### src/rtl/i2c_tm_pkg.sv
package i2c_tm_pkg;

    typedef enum logic [2:0] {
        CMD_START  = 3'd0,
        CMD_STOP   = 3'd1,
        CMD_RSTART = 3'd2,
        CMD_WRITE  = 3'd3,
        CMD_READ   = 3'd4
    } cmd_e;

    typedef enum logic [1:0] {
        PH_IDLE,
        PH_LOW,
        PH_HIGH,
        PH_HOLD
    } phase_e;

    typedef struct packed {
        cmd_e cmd;
        logic bit_val;
    } op_t;

    localparam int unsigned BUS_HZ_DEFAULT = 100_000;
    localparam int unsigned BUS_HZ_MAX     = 400_000;

    // Bit period in system clocks; an out-of-range bus rate falls back to a legal one.
    function automatic int unsigned bit_cycles(input int unsigned sys_hz, input int unsigned bus_hz);
        int unsigned r;
        r = (bus_hz == 0) ? BUS_HZ_DEFAULT : ((bus_hz > BUS_HZ_MAX) ? BUS_HZ_MAX : bus_hz);
        return sys_hz / r;
    endfunction

    function automatic int unsigned low_cycles(input int unsigned period);
        return period / 2;
    endfunction

    function automatic int unsigned cond_cycles(input int unsigned period);
        return period / 2;
    endfunction

    function automatic int unsigned data_cycles(input int unsigned period);
        return period / 16;
    endfunction

    function automatic logic is_bit_cmd(input cmd_e c);
        return (c == CMD_WRITE) || (c == CMD_READ);
    endfunction

endpackage

### src/rtl/i2c_tm_counter.sv
module i2c_tm_counter #(
    parameter int unsigned W = 16
) (
    input  logic         clk,
    input  logic         rst,
    input  logic         clear,
    input  logic         advance,
    input  logic [W-1:0] limit,
    output logic [W-1:0] count,
    output logic         last
);
    localparam logic [W-1:0] ONE = W'(1);

    always_ff @(posedge clk) begin
        if (rst || clear) count <= '0;
        else if (advance) count <= count + ONE;
    end

    assign last = (count == limit - ONE);
endmodule

### src/rtl/i2c_tm_sampler.sv
module i2c_tm_sampler (
    input  logic clk,
    input  logic rst,
    input  logic strobe,
    input  logic din,
    output logic q
);
    always_ff @(posedge clk) begin
        if (rst) q <= 1'b0;
        else if (strobe) q <= din;
    end
endmodule

### src/rtl/i2c_scl_timer.sv
module i2c_scl_timer
    import i2c_tm_pkg::*;
#(
    parameter int unsigned CNT_W = 16
) (
    input  logic             clk,
    input  logic             rst,
    input  logic [CNT_W-1:0] cfg_period,
    input  logic [CNT_W-1:0] cfg_low,
    input  logic [CNT_W-1:0] cfg_cond_setup,
    input  logic [CNT_W-1:0] cfg_data_setup,
    input  logic             req_valid,
    input  logic [2:0]       req_cmd,
    input  logic             req_bit,
    input  logic             scl_in,
    input  logic             sda_in,
    output logic             scl_oe,
    output logic             sda_oe,
    output logic             rx_bit,
    output logic             done,
    output logic             stretch
);
    localparam logic [2:0]       CMD_MAX = 3'(CMD_READ);
    localparam logic [CNT_W-1:0] ONE     = CNT_W'(1);

    phase_e           ph;
    op_t              op;
    logic             scl_oe_q, sda_oe_q, done_q;
    logic [CNT_W-1:0] high_len, limit, count, change_idx;
    logic             last, advance, clear, accept, sda_target, sample_strobe;

    assign accept   = (ph == PH_IDLE) && req_valid && (req_cmd <= CMD_MAX);
    assign high_len = is_bit_cmd(op.cmd) ? (cfg_period - cfg_low) : cfg_cond_setup;

    always_comb begin
        case (ph)
            PH_HIGH: limit = high_len;
            PH_HOLD: limit = cfg_cond_setup;
            default: limit = cfg_low;
        endcase
    end

    assign advance = (ph == PH_LOW) || (ph == PH_HOLD) || ((ph == PH_HIGH) && scl_in);
    assign clear   = (ph == PH_IDLE) || (last && advance);
    assign stretch = (ph == PH_HIGH) && !scl_in;

    // Cycle of the low phase in which SDA is updated, so it settles data_setup cycles before release.
    assign change_idx = (cfg_data_setup < cfg_low) ? (cfg_low - cfg_data_setup - ONE) : '0;

    always_comb begin
        case (op.cmd)
            CMD_WRITE: sda_target = ~op.bit_val;
            CMD_STOP:  sda_target = 1'b1;
            CMD_START: sda_target = 1'b1;
            default:   sda_target = 1'b0;
        endcase
    end

    assign sample_strobe = (ph == PH_HIGH) && scl_in && (op.cmd == CMD_READ)
                           && (count == (high_len >> 1));

    i2c_tm_counter #(.W(CNT_W)) u_cnt (
        .clk     (clk),
        .rst     (rst),
        .clear   (clear),
        .advance (advance),
        .limit   (limit),
        .count   (count),
        .last    (last)
    );

    i2c_tm_sampler u_smp (
        .clk    (clk),
        .rst    (rst),
        .strobe (sample_strobe),
        .din    (sda_in),
        .q      (rx_bit)
    );

    always_ff @(posedge clk) begin
        if (rst) begin
            ph       <= PH_IDLE;
            op       <= '{cmd: CMD_START, bit_val: 1'b0};
            scl_oe_q <= 1'b0;
            sda_oe_q <= 1'b0;
            done_q   <= 1'b0;
        end else begin
            done_q <= 1'b0;
            case (ph)
                PH_IDLE: begin
                    if (accept) begin
                        op <= '{cmd: cmd_e'(req_cmd), bit_val: req_bit};
                        if (cmd_e'(req_cmd) == CMD_START) begin
                            sda_oe_q <= 1'b1;
                            ph       <= PH_HOLD;
                        end else begin
                            scl_oe_q <= 1'b1;
                            ph       <= PH_LOW;
                        end
                    end
                end
                PH_LOW: begin
                    if (count == change_idx) sda_oe_q <= sda_target;
                    if (last) begin
                        scl_oe_q <= 1'b0;
                        ph       <= PH_HIGH;
                    end
                end
                PH_HIGH: begin
                    if (scl_in && last) begin
                        case (op.cmd)
                            CMD_STOP: begin
                                sda_oe_q <= 1'b0;
                                done_q   <= 1'b1;
                                ph       <= PH_IDLE;
                            end
                            CMD_RSTART: begin
                                sda_oe_q <= 1'b1;
                                ph       <= PH_HOLD;
                            end
                            default: begin
                                scl_oe_q <= 1'b1;
                                done_q   <= 1'b1;
                                ph       <= PH_IDLE;
                            end
                        endcase
                    end
                end
                PH_HOLD: begin
                    if (last) begin
                        scl_oe_q <= 1'b1;
                        done_q   <= 1'b1;
                        ph       <= PH_IDLE;
                    end
                end
                default: ph <= PH_IDLE;
            endcase
        end
    end

    assign scl_oe = scl_oe_q;
    assign sda_oe = sda_oe_q;
    assign done   = done_q;
endmodule

### config.mk
export PLATFORM = sky130hd
export DESIGN_NAME = i2c_scl_timer
export DESIGN_NICKNAME = d
export VERILOG_FILES = /design/src/rtl/i2c_tm_pkg.sv /design/src/rtl/i2c_tm_counter.sv /design/src/rtl/i2c_tm_sampler.sv /design/src/rtl/i2c_scl_timer.sv
export SDC_FILE = /design/constraint.sdc
export NUM_CORES = 1
export LEC_CHECK = 0
export BUFFER_PORTS_ARGS = -buffer_cell sky130_fd_sc_hd__buf_2
export CORE_MARGIN = 5
export CORE_UTILIZATION = 41
export DETAILED_ROUTE_END_ITERATION = 10
export SLEW_MARGIN = 20
export SYNTH_ARGS = -nofsm -noshare
export SYNTH_HDL_FRONTEND = slang
export SYNTH_SLANG_ARGS = --single-unit
export TNS_END_PERCENT = 10
### constraint.sdc
create_clock -name clk -period 4.6 [get_ports clk]
set_input_delay 0.23 -clock clk [delete_from_list [all_inputs] [get_ports clk]]
set_output_delay 0.23 -clock clk [all_outputs]
set_load 0.01 [all_outputs]
==> impl_metrics.csv <==
group,metric,value,unit
status,status,"complete, no violations",
die,die_width,124,um
logic_synthesis,synth_top_area_cell,"ha_1",
placed_design,routabilityCongestion,0.983,
sta,finalSetupViolCount,0,
setup_path,cp-start-kind,"register",
setup_path,crit_required,4800,ps
power,max-vdd-ir-drop,0.000164,V
run,maxCapViolCount,0,
global_routing,grt-ovfl-total,0,
logic_synthesis,yosys.area.top_type_share,12.2,%
detailed_routing,vias_per_cell,6.01,
cells_and_area,fin_cells,986,
clock_network,cts_resized,0,
clock_network,cts_buffers,3,
die,io_pins,78,
detailed_routing,met1_length,8300,um
detailed_routing,avgRoutedWirePerCell,18.9,um
hold_path,hold_class,"in -> reg",
detailed_routing,highest_layer,"met4",
logic_synthesis,synth_ff_type,"dfxtp_1",
sta,skew,3.17,ps
sta,hold_violations,0,
clock_network,ctsRootBufferMaster,"clkbuf_16",
die,core_area,12700,um^2
setup_path,path_class,"reg -> reg",
logic_synthesis,avgSynthCellArea,6.96,um^2
detailed_routing,firstDrtPassIters,5,
detailed_routing,antenna_violating_nets_post_route,0,
placed_design,dpl.hpwl,15400,um
logic_synthesis,async_reset_ff_share,0,%
sta,min_period,4240,ps
cells_and_area,num_antenna_cells,0,
sta,max_slew.worst_pin.slew,884,ps
cells_and_area,fill_cells,1310,
global_routing,grt_pass1_wl,29300,um
logic_synthesis,yosys_register_bits,26,
logic_synthesis,synth-edff-count,0,
clock_network,holdBufCountCts,0,
sta,slew_headroom,40.6,%
global_routing,first_global_vias,5615,
sta,rsz0062_at_grt,"no",
cells_and_area,area_growth,11.5,%
cells_and_area,drive_gt1_share,14.0,%
logic_synthesis,syn-instance-count,766,
die,dieArea,15400,um^2
logic_synthesis,synth_top_cells_by_count,"76 x nor2_1, 60 x nand2_1, 57 x inv_1",
clock_network,clk_pin_slew_worst_paths,70,ps
logic_synthesis,syn_area,5330,um^2
power,power-per-cell-area,294,nW/um^2
clock_network,h-tree-depth,1,
cells_and_area,fin_nets,942,
clock_network,clk_path_buf_depth,2,
clock_network,clock_latency,260,ps
logic_synthesis,synth_nets,893,
sta,slew_viol_final,0,
setup_path,ff2ff_path_depth,13,
logic_synthesis,synth.distinct_cells,80,
clock_network,numClockSinks,26,
global_routing,grt_max_degree,18,
die,die_h,124,um
logic_synthesis,synth.most_common_cell,"nor2_1",
detailed_routing,vias,5928,
logic_synthesis,synth.yosys.seq_area_share,9.77,%
detailed_routing,wl_met3,1380,um
global_routing,antenna_found_initial,1,
die,rows,41,
placed_design,dpl.cell_count,982,
sta,min_period_over_period,92.1,%
detailed_routing,drt-initial-drc-count,649,
sta,finalSetupTns,0,ps
sta,fmax,236,MHz
clock_network,post_cts_buffers,0,
setup_path,crit_fanout,17,
die,start_util,42.1,%
sta,worst_slack,364,ps
global_routing,track_usage,24.3,%
detailed_routing,route.detailed.drc,0,
placed_design,place_ws,401,ps
logic_synthesis,synthTopCellsByArea,"ha_1 12%, dfxtp_1 9.8%, xnor2_1 6.6%, nor2_1 5.4%, a21oi_1 5.2%",
power,power_leakage,2.57,nW
placed_design,portBuffers,77,
setup_path,critPathArrivalTime,4430,ps
power,p_total,0.00175,W
clock_network,cts_tree,"done",
detailed_routing,route.met2.wl,8460,um
setup_path,critPathCaptureType,"register",
logic_synthesis,synth_warnings,0,
detailed_routing,drt-total-wl,18600,um
hold_path,hold_depth,3,
cells in the final DEF, fill, tap and decap left out, drive strengths merged, types with 26 or more instances in the layout:
master and n:
a21oi 55, xor2 30, xnor2 40, o21ai 37
nor2 77, inv 57, buf 89, dfxtp 26
ha 52, nand2 61
flip-flops by register name (all words and copies together), names as in the netlist:
name         cells
u_smp.q          1
ph               2
done             1
sda_oe           1
scl_oe           1
op               4
u_cnt.count     16
per-layer routing:
metal | vias to the layer above | global-route usage (%)
li1 | 2870 | -
met1 | 2750 | 33.9
met2 | 272 | 39.5
met3 | 36 | 2.82
met4 | 0 | 6.98
met5 | - | 0
area by class of cell:
type	count	area (um^2)	area share, %
multi-input combinational	638	4410	74.3
clock inverter	1	30.0	0.505
inverter	57	214	3.60
sequential	26	520	8.76
clock buffer	3	75.1	1.26
tap	172	215	3.62
timing repair buffer	89	475	8.00
final timing paths:
kind / startpoint / endpoint / slack [ps]
setup reg to reg: op[3]$_SDFFE_PP0P_ / ph[0]$_SDFFE_PP0P_ / 360
hold / removal: sda_in / u_smp.q$_SDFFE_PP0P_ / 200
setup / recovery: op[3]$_SDFFE_PP0P_ / ph[0]$_SDFFE_PP0P_ / 360
hold reg to reg: scl_oe$_SDFFE_PP0P_ / scl_oe$_SDFFE_PP0P_ / 480
through the flow:
step / cell area, um^2 / hold WS [ps] / util, %
2_1_floorplan: 5330 / 374 / -
3_3_place_gp: 5840 / 462 / 46.1
3_5_place_dp: 5840 / 470 / 46.1
4_1_cts: 5940 / 200 / 46.9
5_1_grt: 5940 / 218 / 46.9
6_report: 5940 / 197 / 46.9
kinds of logic (layout without fill, tap and decap cells):
group	after synthesis	in the layout	share of synthesized area, %
compound gates	225	225	29.1
xor+xnor	70	70	11.5
fa+ha+maj	54	54	13.0
buf+inv	102	150	7.42
flops	26	26	9.77
mux	14	14	2.65
simple gates	275	275	26.6
worst max-delay path, cell delays in order, from the launching register on:
cell and delay, ps:
dfxtp_1 620, or3b_4 480, nand2_2 280, nand2_1 380, o311ai_0 640, buf_4 220, nor3_1 50, and4b_1 300
a221oi_1 310, a21oi_1 70, o211ai_1 140, a32oi_1 190, or3_1 380, a21oi_1 120
where the power goes:
group / switching, W / total (W) / internal [W]
registers: 0.0000236 / 0.000268 / 0.000244
logic: 0.000737 / 0.00122 / 0.000488
clock network: 0.0000814 / 0.000255 / 0.000173
Note: power is estimated with default switching activity, not from simulation.
